===== config.mk =====
export PLATFORM = sky130hd
export DESIGN_NAME = mc_ctrl_fsm
export DESIGN_NICKNAME = d
export VERILOG_FILES = /design/src/rtl/mc_ctrl_pkg.sv /design/src/rtl/mc_funct_dec.sv /design/src/rtl/mc_dispatch.sv /design/src/rtl/mc_ctrl_out.sv /design/src/rtl/mc_ctrl_fsm.sv
export SDC_FILE = /design/constraint.sdc
export NUM_CORES = 1
export LEC_CHECK = 0
export ABC_AREA = 1
export BUFFER_PORTS_ARGS = -buffer_cell sky130_fd_sc_hd__buf_4
export CAP_MARGIN = 20
export CORE_ASPECT_RATIO = 1.1
export CORE_MARGIN = 3
export CORE_UTILIZATION = 41
export CTS_BUF_LIST = sky130_fd_sc_hd__clkbuf_8
export DETAILED_ROUTE_END_ITERATION = 16
export HOLD_SLACK_MARGIN = 0.15
export MAX_ROUTING_LAYER = met4
export PLACE_DENSITY = 0.79
export SLEW_MARGIN = 20
export SYNTH_ARGS = -nofsm -noshare
export SYNTH_HDL_FRONTEND = slang
export SYNTH_SLANG_ARGS = --single-unit
export TNS_END_PERCENT = 1

===== constraint.sdc =====
create_clock -name clk -period 2.3 [get_ports clk]
set_input_delay 0.345 -clock clk [delete_from_list [all_inputs] [get_ports clk]]
set_output_delay 0.345 -clock clk [all_outputs]
set_load 0.05 [all_outputs]

===== src/rtl/mc_ctrl_pkg.sv =====
package mc_ctrl_pkg;

    localparam int OP_W  = 6;
    localparam int FN_W  = 6;
    localparam int ST_W  = 4;
    localparam int AOP_W = 3;

    typedef enum logic [ST_W-1:0] {
        S_FETCH  = 4'd0,
        S_DECODE = 4'd1,
        S_MADDR  = 4'd2,
        S_MREAD  = 4'd3,
        S_LWB    = 4'd4,
        S_MWRITE = 4'd5,
        S_REXE   = 4'd6,
        S_RWB    = 4'd7,
        S_BRANCH = 4'd8,
        S_JUMP   = 4'd9,
        S_IEXE   = 4'd10,
        S_JREG   = 4'd11,
        S_IWB    = 4'd12
    } state_e;

    localparam logic [OP_W-1:0] OPC_RTYPE = 6'b000000;
    localparam logic [OP_W-1:0] OPC_LOAD  = 6'b100011;
    localparam logic [OP_W-1:0] OPC_STORE = 6'b101011;
    localparam logic [OP_W-1:0] OPC_BEQ   = 6'b000100;
    localparam logic [OP_W-1:0] OPC_JUMP  = 6'b000010;
    localparam logic [OP_W-1:0] OPC_ADDI  = 6'b001000;

    localparam logic [FN_W-1:0] FN_ADD = 6'b000000;
    localparam logic [FN_W-1:0] FN_SUB = 6'b010010;
    localparam logic [FN_W-1:0] FN_AND = 6'b000100;
    localparam logic [FN_W-1:0] FN_OR  = 6'b010101;
    localparam logic [FN_W-1:0] FN_SLT = 6'b011010;
    localparam logic [FN_W-1:0] FN_JR  = 6'b100000;

    localparam logic [AOP_W-1:0] AOP_ADD = 3'd0;
    localparam logic [AOP_W-1:0] AOP_SUB = 3'd1;
    localparam logic [AOP_W-1:0] AOP_AND = 3'd2;
    localparam logic [AOP_W-1:0] AOP_OR  = 3'd3;
    localparam logic [AOP_W-1:0] AOP_SLT = 3'd4;

    localparam logic [1:0] PCS_INC  = 2'd0;
    localparam logic [1:0] PCS_ALU  = 2'd1;
    localparam logic [1:0] PCS_JMP  = 2'd2;
    localparam logic [1:0] PCS_REGA = 2'd3;

    localparam logic [1:0] BSEL_B    = 2'd0;
    localparam logic [1:0] BSEL_IMM  = 2'd1;
    localparam logic [1:0] BSEL_IMM4 = 2'd2;

    typedef struct packed {
        logic             pc_we;
        logic [1:0]       pc_src;
        logic             ir_we;
        logic             mem_rd;
        logic             mem_wr;
        logic             mem_addr_sel;
        logic             a_ld;
        logic             b_ld;
        logic             aluout_ld;
        logic             mdr_ld;
        logic             alu_a_sel;
        logic [1:0]       alu_b_sel;
        logic [AOP_W-1:0] alu_op;
        logic             rf_we;
        logic             rf_wsel;
        logic             rf_dsel;
    } ctrl_t;

endpackage


===== src/rtl/mc_funct_dec.sv =====
module mc_funct_dec
    import mc_ctrl_pkg::*;
(
    input  logic [FN_W-1:0]  funct,
    output logic [AOP_W-1:0] arith_op,
    output logic             arith_ok,
    output logic             is_jreg
);
    always_comb begin
        arith_op = AOP_ADD;
        arith_ok = 1'b1;
        is_jreg  = 1'b0;
        unique case (funct)
            FN_ADD:  arith_op = AOP_ADD;
            FN_SUB:  arith_op = AOP_SUB;
            FN_AND:  arith_op = AOP_AND;
            FN_OR:   arith_op = AOP_OR;
            FN_SLT:  arith_op = AOP_SLT;
            FN_JR: begin
                arith_ok = 1'b0;
                is_jreg  = 1'b1;
            end
            default: arith_ok = 1'b0;
        endcase
    end
endmodule


===== src/rtl/mc_dispatch.sv =====
module mc_dispatch
    import mc_ctrl_pkg::*;
(
    input  state_e          cur,
    input  logic [OP_W-1:0] opcode,
    input  logic            arith_ok,
    input  logic            is_jreg,
    output state_e          nxt
);
    state_e from_decode;

    always_comb begin
        unique case (opcode)
            OPC_JUMP:             from_decode = S_JUMP;
            OPC_BEQ:              from_decode = S_BRANCH;
            OPC_LOAD, OPC_STORE:  from_decode = S_MADDR;
            OPC_ADDI:             from_decode = S_IEXE;
            OPC_RTYPE: begin
                if (is_jreg)       from_decode = S_JREG;
                else if (arith_ok) from_decode = S_REXE;
                else               from_decode = S_FETCH;
            end
            default:              from_decode = S_FETCH;
        endcase
    end

    always_comb begin
        unique case (cur)
            S_FETCH:  nxt = S_DECODE;
            S_DECODE: nxt = from_decode;
            S_MADDR:  nxt = (opcode == OPC_STORE) ? S_MWRITE : S_MREAD;
            S_MREAD:  nxt = S_LWB;
            S_REXE:   nxt = S_RWB;
            S_IEXE:   nxt = S_IWB;
            default:  nxt = S_FETCH;
        endcase
    end
endmodule


===== src/rtl/mc_ctrl_out.sv =====
module mc_ctrl_out
    import mc_ctrl_pkg::*;
(
    input  state_e           cur,
    input  logic             a_eq_b,
    input  logic [AOP_W-1:0] arith_op,
    output ctrl_t            ctl
);
    always_comb begin
        ctl = '0;
        unique case (cur)
            S_FETCH: begin
                ctl.ir_we  = 1'b1;
                ctl.mem_rd = 1'b1;
                ctl.pc_we  = 1'b1;
                ctl.pc_src = PCS_INC;
            end
            S_DECODE: begin
                ctl.a_ld      = 1'b1;
                ctl.b_ld      = 1'b1;
                ctl.aluout_ld = 1'b1;
                ctl.alu_b_sel = BSEL_IMM4;
                ctl.alu_op    = AOP_ADD;
            end
            S_MADDR, S_IEXE: begin
                ctl.alu_a_sel = 1'b1;
                ctl.alu_b_sel = BSEL_IMM;
                ctl.alu_op    = AOP_ADD;
                ctl.aluout_ld = 1'b1;
            end
            S_MREAD: begin
                ctl.mem_rd       = 1'b1;
                ctl.mem_addr_sel = 1'b1;
                ctl.mdr_ld       = 1'b1;
            end
            S_LWB: begin
                ctl.rf_we   = 1'b1;
                ctl.rf_dsel = 1'b1;
            end
            S_MWRITE: begin
                ctl.mem_wr       = 1'b1;
                ctl.mem_addr_sel = 1'b1;
            end
            S_REXE: begin
                ctl.alu_a_sel = 1'b1;
                ctl.alu_b_sel = BSEL_B;
                ctl.alu_op    = arith_op;
                ctl.aluout_ld = 1'b1;
            end
            S_RWB: begin
                ctl.rf_we   = 1'b1;
                ctl.rf_wsel = 1'b1;
            end
            S_IWB: ctl.rf_we = 1'b1;
            S_BRANCH: begin
                ctl.pc_src = PCS_ALU;
                ctl.pc_we  = a_eq_b;
            end
            S_JUMP: begin
                ctl.pc_we  = 1'b1;
                ctl.pc_src = PCS_JMP;
            end
            S_JREG: begin
                ctl.pc_we  = 1'b1;
                ctl.pc_src = PCS_REGA;
            end
            default: ctl = '0;
        endcase
    end
endmodule


===== src/rtl/mc_ctrl_fsm.sv =====
module mc_ctrl_fsm
    import mc_ctrl_pkg::*;
#(
    parameter int OPCODE_W = OP_W,
    parameter int FUNCT_W  = FN_W
) (
    input  logic                clk,
    input  logic                rst_n,
    input  logic [OPCODE_W-1:0] opcode,
    input  logic [FUNCT_W-1:0]  funct,
    input  logic                a_eq_b,
    output logic                pc_we,
    output logic [1:0]          pc_src,
    output logic                ir_we,
    output logic                mem_rd,
    output logic                mem_wr,
    output logic                mem_addr_sel,
    output logic                a_ld,
    output logic                b_ld,
    output logic                aluout_ld,
    output logic                mdr_ld,
    output logic                alu_a_sel,
    output logic [1:0]          alu_b_sel,
    output logic [AOP_W-1:0]    alu_op,
    output logic                rf_we,
    output logic                rf_wsel,
    output logic                rf_dsel,
    output logic [ST_W-1:0]     state
);
    typedef struct packed {
        state_e st;
    } seq_t;

    seq_t             seq_d, seq_q;
    state_e           disp_nxt;
    logic [AOP_W-1:0] arith_op;
    logic             arith_ok;
    logic             is_jreg;
    ctrl_t            ctl;

    mc_funct_dec i_fdec (
        .funct    (funct[FN_W-1:0]),
        .arith_op (arith_op),
        .arith_ok (arith_ok),
        .is_jreg  (is_jreg)
    );

    mc_dispatch i_disp (
        .cur      (seq_q.st),
        .opcode   (opcode[OP_W-1:0]),
        .arith_ok (arith_ok),
        .is_jreg  (is_jreg),
        .nxt      (disp_nxt)
    );

    mc_ctrl_out i_out (
        .cur      (seq_q.st),
        .a_eq_b   (a_eq_b),
        .arith_op (arith_op),
        .ctl      (ctl)
    );

    always_comb begin
        seq_d    = seq_q;
        seq_d.st = disp_nxt;
    end

    always_ff @(posedge clk or negedge rst_n) begin
        if (!rst_n) seq_q <= '{st: S_FETCH};
        else        seq_q <= seq_d;
    end

    assign pc_we        = ctl.pc_we;
    assign pc_src       = ctl.pc_src;
    assign ir_we        = ctl.ir_we;
    assign mem_rd       = ctl.mem_rd;
    assign mem_wr       = ctl.mem_wr;
    assign mem_addr_sel = ctl.mem_addr_sel;
    assign a_ld         = ctl.a_ld;
    assign b_ld         = ctl.b_ld;
    assign aluout_ld    = ctl.aluout_ld;
    assign mdr_ld       = ctl.mdr_ld;
    assign alu_a_sel    = ctl.alu_a_sel;
    assign alu_b_sel    = ctl.alu_b_sel;
    assign alu_op       = ctl.alu_op;
    assign rf_we        = ctl.rf_we;
    assign rf_wsel      = ctl.rf_wsel;
    assign rf_dsel      = ctl.rf_dsel;
    assign state        = seq_q.st;

    // one memory port, never read and write together
    a_r11_mem_excl: assert property (@(posedge clk) disable iff (!rst_n)
        !(mem_rd && mem_wr));

    // fetch is always followed by decode
    a_r2_fetch_decode: assert property (@(posedge clk) disable iff (!rst_n)
        (state == 4'd0) |=> (state == 4'd1));

    // memory read always followed by load write-back
    a_r5_read_then_wb: assert property (@(posedge clk) disable iff (!rst_n)
        (state == 4'd3) |=> (state == 4'd4));

    // a not-taken branch leaves the PC alone
    a_r8_branch_hold: assert property (@(posedge clk) disable iff (!rst_n)
        (state == 4'd8 && !a_eq_b) |-> !pc_we);

    // terminal states return to fetch
    a_r9_back_to_fetch: assert property (@(posedge clk) disable iff (!rst_n)
        (state == 4'd9 || state == 4'd11 || state == 4'd8 || state == 4'd12)
        |=> (state == 4'd0));

    // at most one architectural writer per cycle
    a_r12_single_writer: assert property (@(posedge clk) disable iff (!rst_n)
        $countones({pc_we, rf_we, mem_wr}) <= 1);
endmodule


==> flow_summary.ini, run 1 <==
[route]
vias_per_cell = 4.83
postRouteAntennaNets = 0
firstDrtPassIters = 4
drt-total-wl_um = 1920
met1Wirelength_um = 747
met3_length_um = 155
post_drt_wl_per_cell_um = 10.8
drtIter0Drc = 19
vias = 855
drc = 0
maxUsedRoutingLayer = met3
wl_met2_um = 1020

[grt]
grt_pass1_wl_um = 3160
grt_usage_pct = 21.5
grt-ovfl-total = 0
antenna_found_initial = 0
grt_max_degree = 8
grt_pass1_vias = 795

[synthesis]
synthCells = 121
synth-xor-area-share_pct = 0
syn_area_per_cell_sq_um = 4.95
synth-seq-area-share_pct = 16.7
ys_seq_elements = 4
syn_area_sq_um = 599
synth_compound_gate_area_share_pct = 10.2
synth-simple-area-share_pct = 54.3
synthAdderAreaFrac_pct = 0
yosysWarnings = 0
ys_types = 13
syn-num-nets = 136
synth_top_family_by_area = simple AND/OR/NAND/NOR gates
synthMuxAreaShare_pct = 0

[clock_tree]
clkSinkCount = 4
numCtsBuffers = 3
htree_num_levels = 1
cts_buffer_depth = 2
clk_pin_slew_ns = 0.03
cts_resized = 0
post_cts_buffers = 0
clock-root-buffer = clkbuf_8
clkLatencyLatePin_ns = 0.21
cts_tree = built

[timing]
rsz0062_at_grt = no
slew_headroom_pct = 82.5
drv_slew = 0
fin_ws_ns = 0.452
setup-tns-final_ns = 0
skew_ns = 0.000100
whs_ns = 0.499
min_period_ns = 1.85
hold_violations = 0
fin_crit_sh_pct = 80.3
finalSetupViolations = 0
worstMarginPinSlew_ns = 0.262
fmax_mhz = 541

[worst_setup_path]
path_max_fanout = 7
crit_arrival_ns = 1.50
timing.rr.end = state[0]$_DFF_PN0_
end_kind = output pin
r2r-start = state[0]$_DFF_PN0_
timing.reg2reg.setup_slack_ns = 1.07
cp.required_ns = 1.96
crit_start = state[2]$_DFF_PN0_
setup.worst_path.start_class = flop
critPathKind = reg -> out
r2r_cells = 6

[floorplanning]
ios = 39
fp.dieH_um = 46.1
core_area_sq_um = 1270
core.rowCount = 13
dieArea_sq_um = 1960
initial_core_util_pct = 47.2
die_x_um = 42.5

[power]
p_int_uw = 345
power_uw = 822
power_frac_clock_pct = 17.9
p_switching_uw = 477
p_leak_nw = 0.596
combinationalPowerShare_pct = 70.8
swShare_pct = 58.0
power.density_nw_per_um2 = 861
p_seq_share_pct = 11.3
peakVddDrop_v = 0.000541

[layout]
largest_reg_flops = 4
nNetsFinal = 179
layout-drive-gt1-share_pct = 30.2
fillers = 123
syn2layout_area_growth_pct = 59.3
diodes = 0
final_area_sq_um = 955
fin_cells = 177
fin_util_pct = 75.2

[outcome]
status = finished, final reports clean

[place]
place_worst_setup_slack_ns = 0.705
placed_area_sq_um = 903
numPortBuffers = 38
dp.cells = 173
gp_congestion = 0.813
dp_hpwl_um = 1600

[worst_hold_path]
hold_class = in -> async

[flow_run]
max_cap_violations = 0
==> what timing repair did <==
item,in CTS,in global routing
hold buffers,1,0
hold endpoints to repair,4,0
endpoints found under the setup margin,0,0
==> cell usage in the layout, fill, tap and decap left out <==
master	synthesis	layout
nand2_1	23	23
nor2_1	31	30
nand3_1	13	13
dfrtp_1	4	4
a21oi_1	5	5
o21ai_0	6	6
buf_4	1	38
nand2_2	2	2
nor3b_2	0	1
clkbuf_8	0	3
a31oi_1	1	1
nand4_1	2	2
dlygate4sd3_1	0	1
inv_1	28	28
nor2_2	4	5
==> power groups by stage <==
stage	clock, mW	sequential [mW]	combinational, mW
finish	0.147	0.0927	0.582
floorplan	0	0.129	0.377
CTS	0.151	0.0927	0.583
detailed placement	0	0.0934	0.580
global placement	0	0.0933	0.578
global route	0.156	0.0954	0.613
==> Yosys cell counts <==
cell	count	area (sq um)
a21oi_1	5	25.0
a31oi_1	1	6.26
buf_4	1	7.51
dfrtp_1	4	100
inv_1	28	105
nand2_1	23	86.3
nand2_2	2	12.5
nand3_1	13	65.1
nand4_1	2	12.5
nor2_1	31	116
nor2_2	4	25.0
nor3b_1	1	7.51
o21ai_0	6	30.0
==> cell type report <==
type                       count  area (sq um)  share of cell area (%)
multi-input combinational     88           394                    41.3
inverter                      28           105                    11.0
clock buffer                   3          41.3                    4.33
sequential                     4           100                    10.5
timing repair buffer          39           295                    30.9
tap                           15          18.8                    1.97
==> critical path: stages, from the launching register on <==
cell	delay (ns)
dfrtp_1	0.45
nor2_2	0.19
inv_1	0.11
nor2_2	0.18
a31oi_1	0.05
o21ai_0	0.08
buf_4	0.22
==> logic make-up after synthesis <==
family          count (synthesis)
simple gates                   76
flops                           4
compound gates                 12
buf+inv                        29
==> layer usage <==
metal	track usage (%)	vias up
met5	-	-
met4	6.21	0
met3	5.47	0
met2	42.2	39
met1	21.0	366
li1	-	450
==> worst max path at each step <==
stage          depth (start not counted)  slack, ns   endpoint
2_1_floorplan                          6      -0.25  aluout_ld
3_3_place_gp                           6       0.70      pc_we
3_5_place_dp                           6       0.70      pc_we
4_1_cts                                6       0.45      pc_we
5_1_grt                                6       0.33      pc_we
6_report                               6       0.45      pc_we
No activity file was read; power rests on OpenSTA's default activity.
==> run 2: changes to the inputs <==
--- a/config.mk
+++ b/config.mk
@@ -5,17 +5,16 @@
 export SDC_FILE = /design/constraint.sdc
 export NUM_CORES = 1
 export LEC_CHECK = 0
-export ABC_AREA = 1
+export ABC_AREA = 0
 export BUFFER_PORTS_ARGS = -buffer_cell sky130_fd_sc_hd__buf_4
 export CAP_MARGIN = 20
-export CORE_ASPECT_RATIO = 1.1
 export CORE_MARGIN = 3
 export CORE_UTILIZATION = 41
 export CTS_BUF_LIST = sky130_fd_sc_hd__clkbuf_8
 export DETAILED_ROUTE_END_ITERATION = 16
 export HOLD_SLACK_MARGIN = 0.15
 export MAX_ROUTING_LAYER = met4
-export PLACE_DENSITY = 0.79
+export PLACE_DENSITY = 0.81
 export SLEW_MARGIN = 20
 export SYNTH_ARGS = -nofsm -noshare
 export SYNTH_HDL_FRONTEND = slang
==> constraint.sdc (replaced) <==
create_clock -name clk -period 1.8 [get_ports clk]
set_input_delay 0.27 -clock clk [delete_from_list [all_inputs] [get_ports clk]]
set_output_delay 0.27 -clock clk [all_outputs]
set_load 0.05 [all_outputs]
==> run 2 against run 1 <==
The flow now finishes with violations (negative setup slack). Non-clock buffer count is 9 higher. Worst hold slack worse by 0.10 ns. Clock-buffer cell count unchanged. Worst setup slack got worse by 0.55 ns. Final cell count fell by 22%. Largest power group unchanged. Largest cell class unchanged. Wire length increased by 65%. Combinational power increased by 92%.
==> flow_summary.ini, run 2 <==
[timing]
min_period_ns = 1.89
finalSetupViolations = 5
fmax_mhz = 528
hold_violations = 0
whs_ns = 0.399
fin_crit_sh_pct = 105
drv_slew = 0
slew_headroom_pct = 70.9
rsz0062_at_grt = yes
skew_ns = 0.00118
fin_ws_ns = -0.0943
worstMarginPinSlew_ns = 0.433

[synthesis]
synth_area_leader_cell = dfrtp_1
synth-simple-area-share_pct = 51.3
syn_area_sq_um = 547
synth_compound_gate_area_share_pct = 21.1
synthAdderAreaFrac_pct = 0
synth_top_area_share_pct = 18.3
ys_types = 35
syn_area_per_cell_sq_um = 7.01
synth_commonest_cells = nor2_1 (6), nor3_1 (6), inv_1 (5), nand2_1 (5), or2_2 (5)
synth_top_family_by_area = simple AND/OR/NAND/NOR gates
yosysWarnings = 0
ys_seq_elements = 4
syn-num-nets = 93
synthFlopType = dfrtp_1
synthCells = 78
synth-seq-area-share_pct = 18.3
async_reset_ff_share_pct = 100
synth-xor-area-share_pct = 1.60
synthMuxAreaShare_pct = 0
synth_edf_count = 0
yosys-top-cells-area = dfrtp_1 (18%), or2_2 (5.7%), nor3_1 (5.5%)

[worst_setup_path]
cp_cell_sequence = inv_1 -> nand4b_1 -> a2111oi_4 -> buf_6
r2r_cells = 5
setup.worst_path.start_class = flop
path_max_fanout = 12
crit_arrival_ns = 1.62
end_kind = output pin
timing.reg2reg.setup_slack_ns = -0.01
r2r-start = state[0]$_DFF_PN0_
crit_slowest_cell = dfrtp_2
cp.required_ns = 1.53
timing.rr.end = state[0]$_DFF_PN0_
critPathKind = reg -> out
max_stage_delay_ns = 0.48

[place]
numPortBuffers = 38
dp_hpwl_um = 1460
gp_congestion = 0.802
dp.cells = 129

[floorplanning]
core_area_sq_um = 1170
ios = 39
core.rowCount = 12
dieArea_sq_um = 1810
initial_core_util_pct = 46.7
fp.dieH_um = 42.5
die_x_um = 42.5

[clock_tree]
cts_tree = built
clock-root-buffer = clkbuf_8
clkLatencyLatePin_ns = 0.23
clk_pin_slew_ns = 0.03
cts_buffer_depth = 2
clkSinkCount = 4
numCtsBuffers = 3
htree_num_levels = 1

[grt]
grt-ovfl-total = 0
grt_pass1_wl_um = 3660
grt_usage_pct = 26.7
grt_pass1_vias = 798
antenna_found_initial = 0
grt_max_degree = 14

[worst_hold_path]
hold_class = in -> async

[layout]
fillers = 46
nNetsFinal = 141
final_common_cell = buf_4
diodes = 0
fin_cells = 138
layout-drive-gt1-share_pct = 60.5
layout_common_cells = buf_4 (41), nand2_1 (5), buf_6 (5)
syn2layout_area_growth_pct = 98.9
largest_reg_flops = 4

[route]
vias_per_cell = 6.98
drt-total-wl_um = 3170
post_drt_wl_per_cell_um = 23.0
vias = 963
postRouteAntennaNets = 0
drc = 0
drtIter0Drc = 95
firstDrtPassIters = 5

[flow_run]
max_cap_violations = 0

[outcome]
violations = negative setup slack
status = finished with violations

[power]
power.density_nw_per_um2 = 1350
peakVddDrop_v = 0.00103
p_leak_nw = 0.529
power_mw = 1.47
run 2: where the power goes:
part           internal [mW]  total, mW  leakage (nW)  switching (mW)
clock                  0.143      0.196        0.0216          0.0526
sequential             0.110      0.155        0.0474          0.0444
combinational          0.382       1.12         0.460           0.734
total                  0.635       1.47         0.529           0.831
run 2: timing repair:
action	4_1_cts	5_1_grt
hold buffers	1	0
setup endpoints to repair	5	14
hold endpoints to repair	4	0
cloned	0	0
resized for setup	7	5
pin swaps	2	5
buffers inserted	4	1
run 2: cell families (layout without fill, tap and decap cells):
logic type	count (synthesis)	in the layout
flip-flops	4	4
AO/OA/AOI/OAI	16	16
AND/OR/NAND/NOR	47	47
XOR/XNOR	1	1
buffers and inverters	10	56
run 2: worst max-delay path: cells and delay by family (launching register included):
| kind | cells | cell delay [ns] |
|---|---|---|
| flops | 1 | 0.48 |
| simple gates | 1 | 0.25 |
| compound gates | 1 | 0.32 |
| buf+inv | 2 | 0.35 |
run 2: worst max-delay path by stage:
stage / from / end / slack [ns] / cells after the start
3_3_place_gp: state[0]$_DFF_PN0_ / alu_op[1] / 0.15 / 3
4_1_cts: state[3]$_DFF_PN0_ / alu_op[1] / -0.04 / 4
2_1_floorplan: state[0]$_DFF_PN0_ / mem_rd / -0.25 / 4
6_report: state[0]$_DFF_PN0_ / alu_op[0] / -0.09 / 4
3_5_place_dp: state[0]$_DFF_PN0_ / alu_op[1] / 0.15 / 3
5_1_grt: state[0]$_DFF_PN0_ / alu_op[0] / -0.14 / 4
run 2: through the flow:
stage	worst slack [ns]	util [%]	TNS [ns]	area, sq um
finish	-0.0943	92.8	-0.295	1090
global placement	0.152	81.3	0	952
floorplan	-0.246	-	-1.52	667
global route	-0.136	92.8	-0.790	1090
CTS	-0.0436	90.4	-0.0851	1060
detailed placement	0.147	81.3	0	952
run 2: layer usage:
metal	wire length (um)	track usage, %
met5	0	-
met2	1470	44.4
met1	1030	29.6
met4	223	13.0
met3	451	6.44
run 2: layout make-up:
| type | instances | area, sq um | share of cell area, % |
|---|---|---|---|
| Sequential cell | 4 | 105 | 9.67 |
| Clock buffer | 3 | 41.3 | 3.80 |
| Timing Repair Buffer | 48 | 389 | 35.8 |
| Tap cell | 14 | 17.5 | 1.61 |
| Inverter | 5 | 22.5 | 2.07 |
| Multi-Input combinational cell | 64 | 512 | 47.1 |
==> run 3: changes to the inputs <==
==> constraint.sdc (replaced) <==
create_clock -name clk -period 2.4 [get_ports clk]
set_input_delay 0.36 -clock clk [delete_from_list [all_inputs] [get_ports clk]]
set_output_delay 0.36 -clock clk [all_outputs]
set_load 0.05 [all_outputs]
==> run 3 against run 2 <==
The flow now finishes without violations. Largest power group unchanged. Clock power decreased by 29%. Critical path depth unchanged. Worst hold slack better by 0.076 ns. Critical path type unchanged. Non-clock buffer count shrank 9. Highest routed layer unchanged. Largest cell class unchanged. Die area stayed put.
==> flow_summary.ini, run 3 (synthesis gave the netlist of run 2 again) <==
[outcome]
status = finished, final reports clean

[worst_hold_path]
hold_class = in -> async

[layout]
final_common_cell = buf_4
layout-drive-gt1-share_pct = 47.0
fin_cells = 129
fin_util_pct = 77.2
nNetsFinal = 132
syn2layout_area_growth_pct = 65.4
final_area_sq_um = 905
diodes = 0
layout_common_cells = buf_4 (38), nor2_1 (6), inv_1 (5), or2_2 (5), nand2_1 (5)
largest_reg_flops = 4
fillers = 83

[power]
p_switching_uw = 527
power.density_nw_per_um2 = 1020
combinationalPowerShare_pct = 71.9
swShare_pct = 57.2
peakVddDrop_v = 0.00102
p_int_uw = 394
power_frac_clock_pct = 15.2
p_seq_share_pct = 12.9
p_leak_nw = 0.478

[clock_tree]
clock-root-buffer = clkbuf_8
cts_tree = built
clk_pin_slew_ns = 0.03
cts_buffer_depth = 2
clkSinkCount = 4
clkLatencyLatePin_ns = 0.22
htree_num_levels = 1
numCtsBuffers = 3
cts_resized = 0
post_cts_buffers = 0
cts_hold_buf = 1

[worst_setup_path]
timing.reg2reg.setup_slack_ns = 0.63
r2r_cells = 4
cp.required_ns = 2.04
critPathKind = reg -> out
end_kind = output pin
timing.rr.end = state[0]$_DFF_PN0_
path_max_fanout = 15
r2r-start = state[2]$_DFF_PN0_
setup.worst_path.start_class = flop
crit_arrival_ns = 1.77

[route]
drt-total-wl_um = 1760
firstDrtPassIters = 4
vias_per_cell = 5.71
drtIter0Drc = 14
vias = 737
post_drt_wl_per_cell_um = 13.6
postRouteAntennaNets = 0
drc = 0

[place]
place_worst_setup_slack_ns = 0.511
dp.cells = 125
placed_area_sq_um = 853
gp_congestion = 0.911
dp_hpwl_um = 1400
numPortBuffers = 38

[grt]
grt_usage_pct = 21.3
grt-ovfl-total = 0
grt_pass1_wl_um = 2970
antenna_found_initial = 0
grt_max_degree = 16
grt_pass1_vias = 693

[timing]
slew_headroom_pct = 69.7
finalSetupViolations = 0
min_period_ns = 2.13
fmax_mhz = 470
hold_violations = 0
worstMarginPinSlew_ns = 0.454
rsz0062_at_grt = no
fin_ws_ns = 0.273
fin_crit_sh_pct = 88.6
drv_slew = 0
skew_ns = 0.00328

[floorplanning]
ios = 39
fp.dieH_um = 42.5
initial_core_util_pct = 46.7
die_x_um = 42.5
core_area_sq_um = 1170
dieArea_sq_um = 1810
core.rowCount = 12

[flow_run]
max_cap_violations = 0
run 3: cell count changes in the layout (fill, tap and decap cells not counted), moves of 2 or more:
cell	before	now
buf_4	41	38
buf_6	5	0
dfrtp_1	0	4
dfrtp_2	4	0
nor2_1	4	6
nor3_2	1	3
nor3_4	3	0
or2_2	3	5
or2_4	2	0
run 3: cell type report:
cell class | instances | area, sq um | area share, %
flip-flops and latches | 4 | 100 | 11.1
inverters | 5 | 18.8 | 2.07
multi-input cells | 64 | 432 | 47.7
repair buffers | 39 | 295 | 32.6
clock buffers | 3 | 41.3 | 4.56
well taps | 14 | 17.5 | 1.94
run 3: worst max-delay path, cell delays in order (launching register included):
cell	delay (ns)
dfrtp_1	0.53
or4b_4	0.62
inv_1	0.11
or2_2	0.11
buf_4	0.18
run 3: power by group through the flow:
stage	clock [mW]	sequential (mW)	combinational, mW
after floorplan	0	0.133	0.468
after global placement	0	0.119	0.659
after detailed placement	0	0.119	0.664
after CTS	0.145	0.118	0.665
after global routing	0.150	0.123	0.695
final	0.140	0.119	0.662
run 3: how the worst max path moves through the flow:
stage | slack [ns] | start | endpoint | depth (start not counted)
global route | 0.21 | state[2]$_DFF_PN0_ | aluout_ld | 4
finish | 0.27 | state[2]$_DFF_PN0_ | aluout_ld | 4
floorplan | -0.24 | state[1]$_DFF_PN0_ | aluout_ld | 4
CTS | 0.28 | state[2]$_DFF_PN0_ | aluout_ld | 4
detailed placement | 0.51 | state[2]$_DFF_PN0_ | aluout_ld | 4
global placement | 0.55 | state[2]$_DFF_PN0_ | aluout_ld | 4
run 3: through the flow:
step / TNS (ns) / total power [mW] / hold slack [ns]
3_3_place_gp: 0 / 0.777 / 0.157
5_1_grt: 0 / 0.968 / 0.483
3_5_place_dp: 0 / 0.783 / 0.157
4_1_cts: 0 / 0.928 / 0.468
2_1_floorplan: -0.692 / 0.601 / 0.0644
6_report: 0 / 0.921 / 0.475
run 3: routing by layer:
metal / wire length, um / track usage [%]
met5: 0 / -
met4: 34 / 10.6
met3: 110 / 4.29
met2: 889 / 32.8
met1: 722 / 26.2
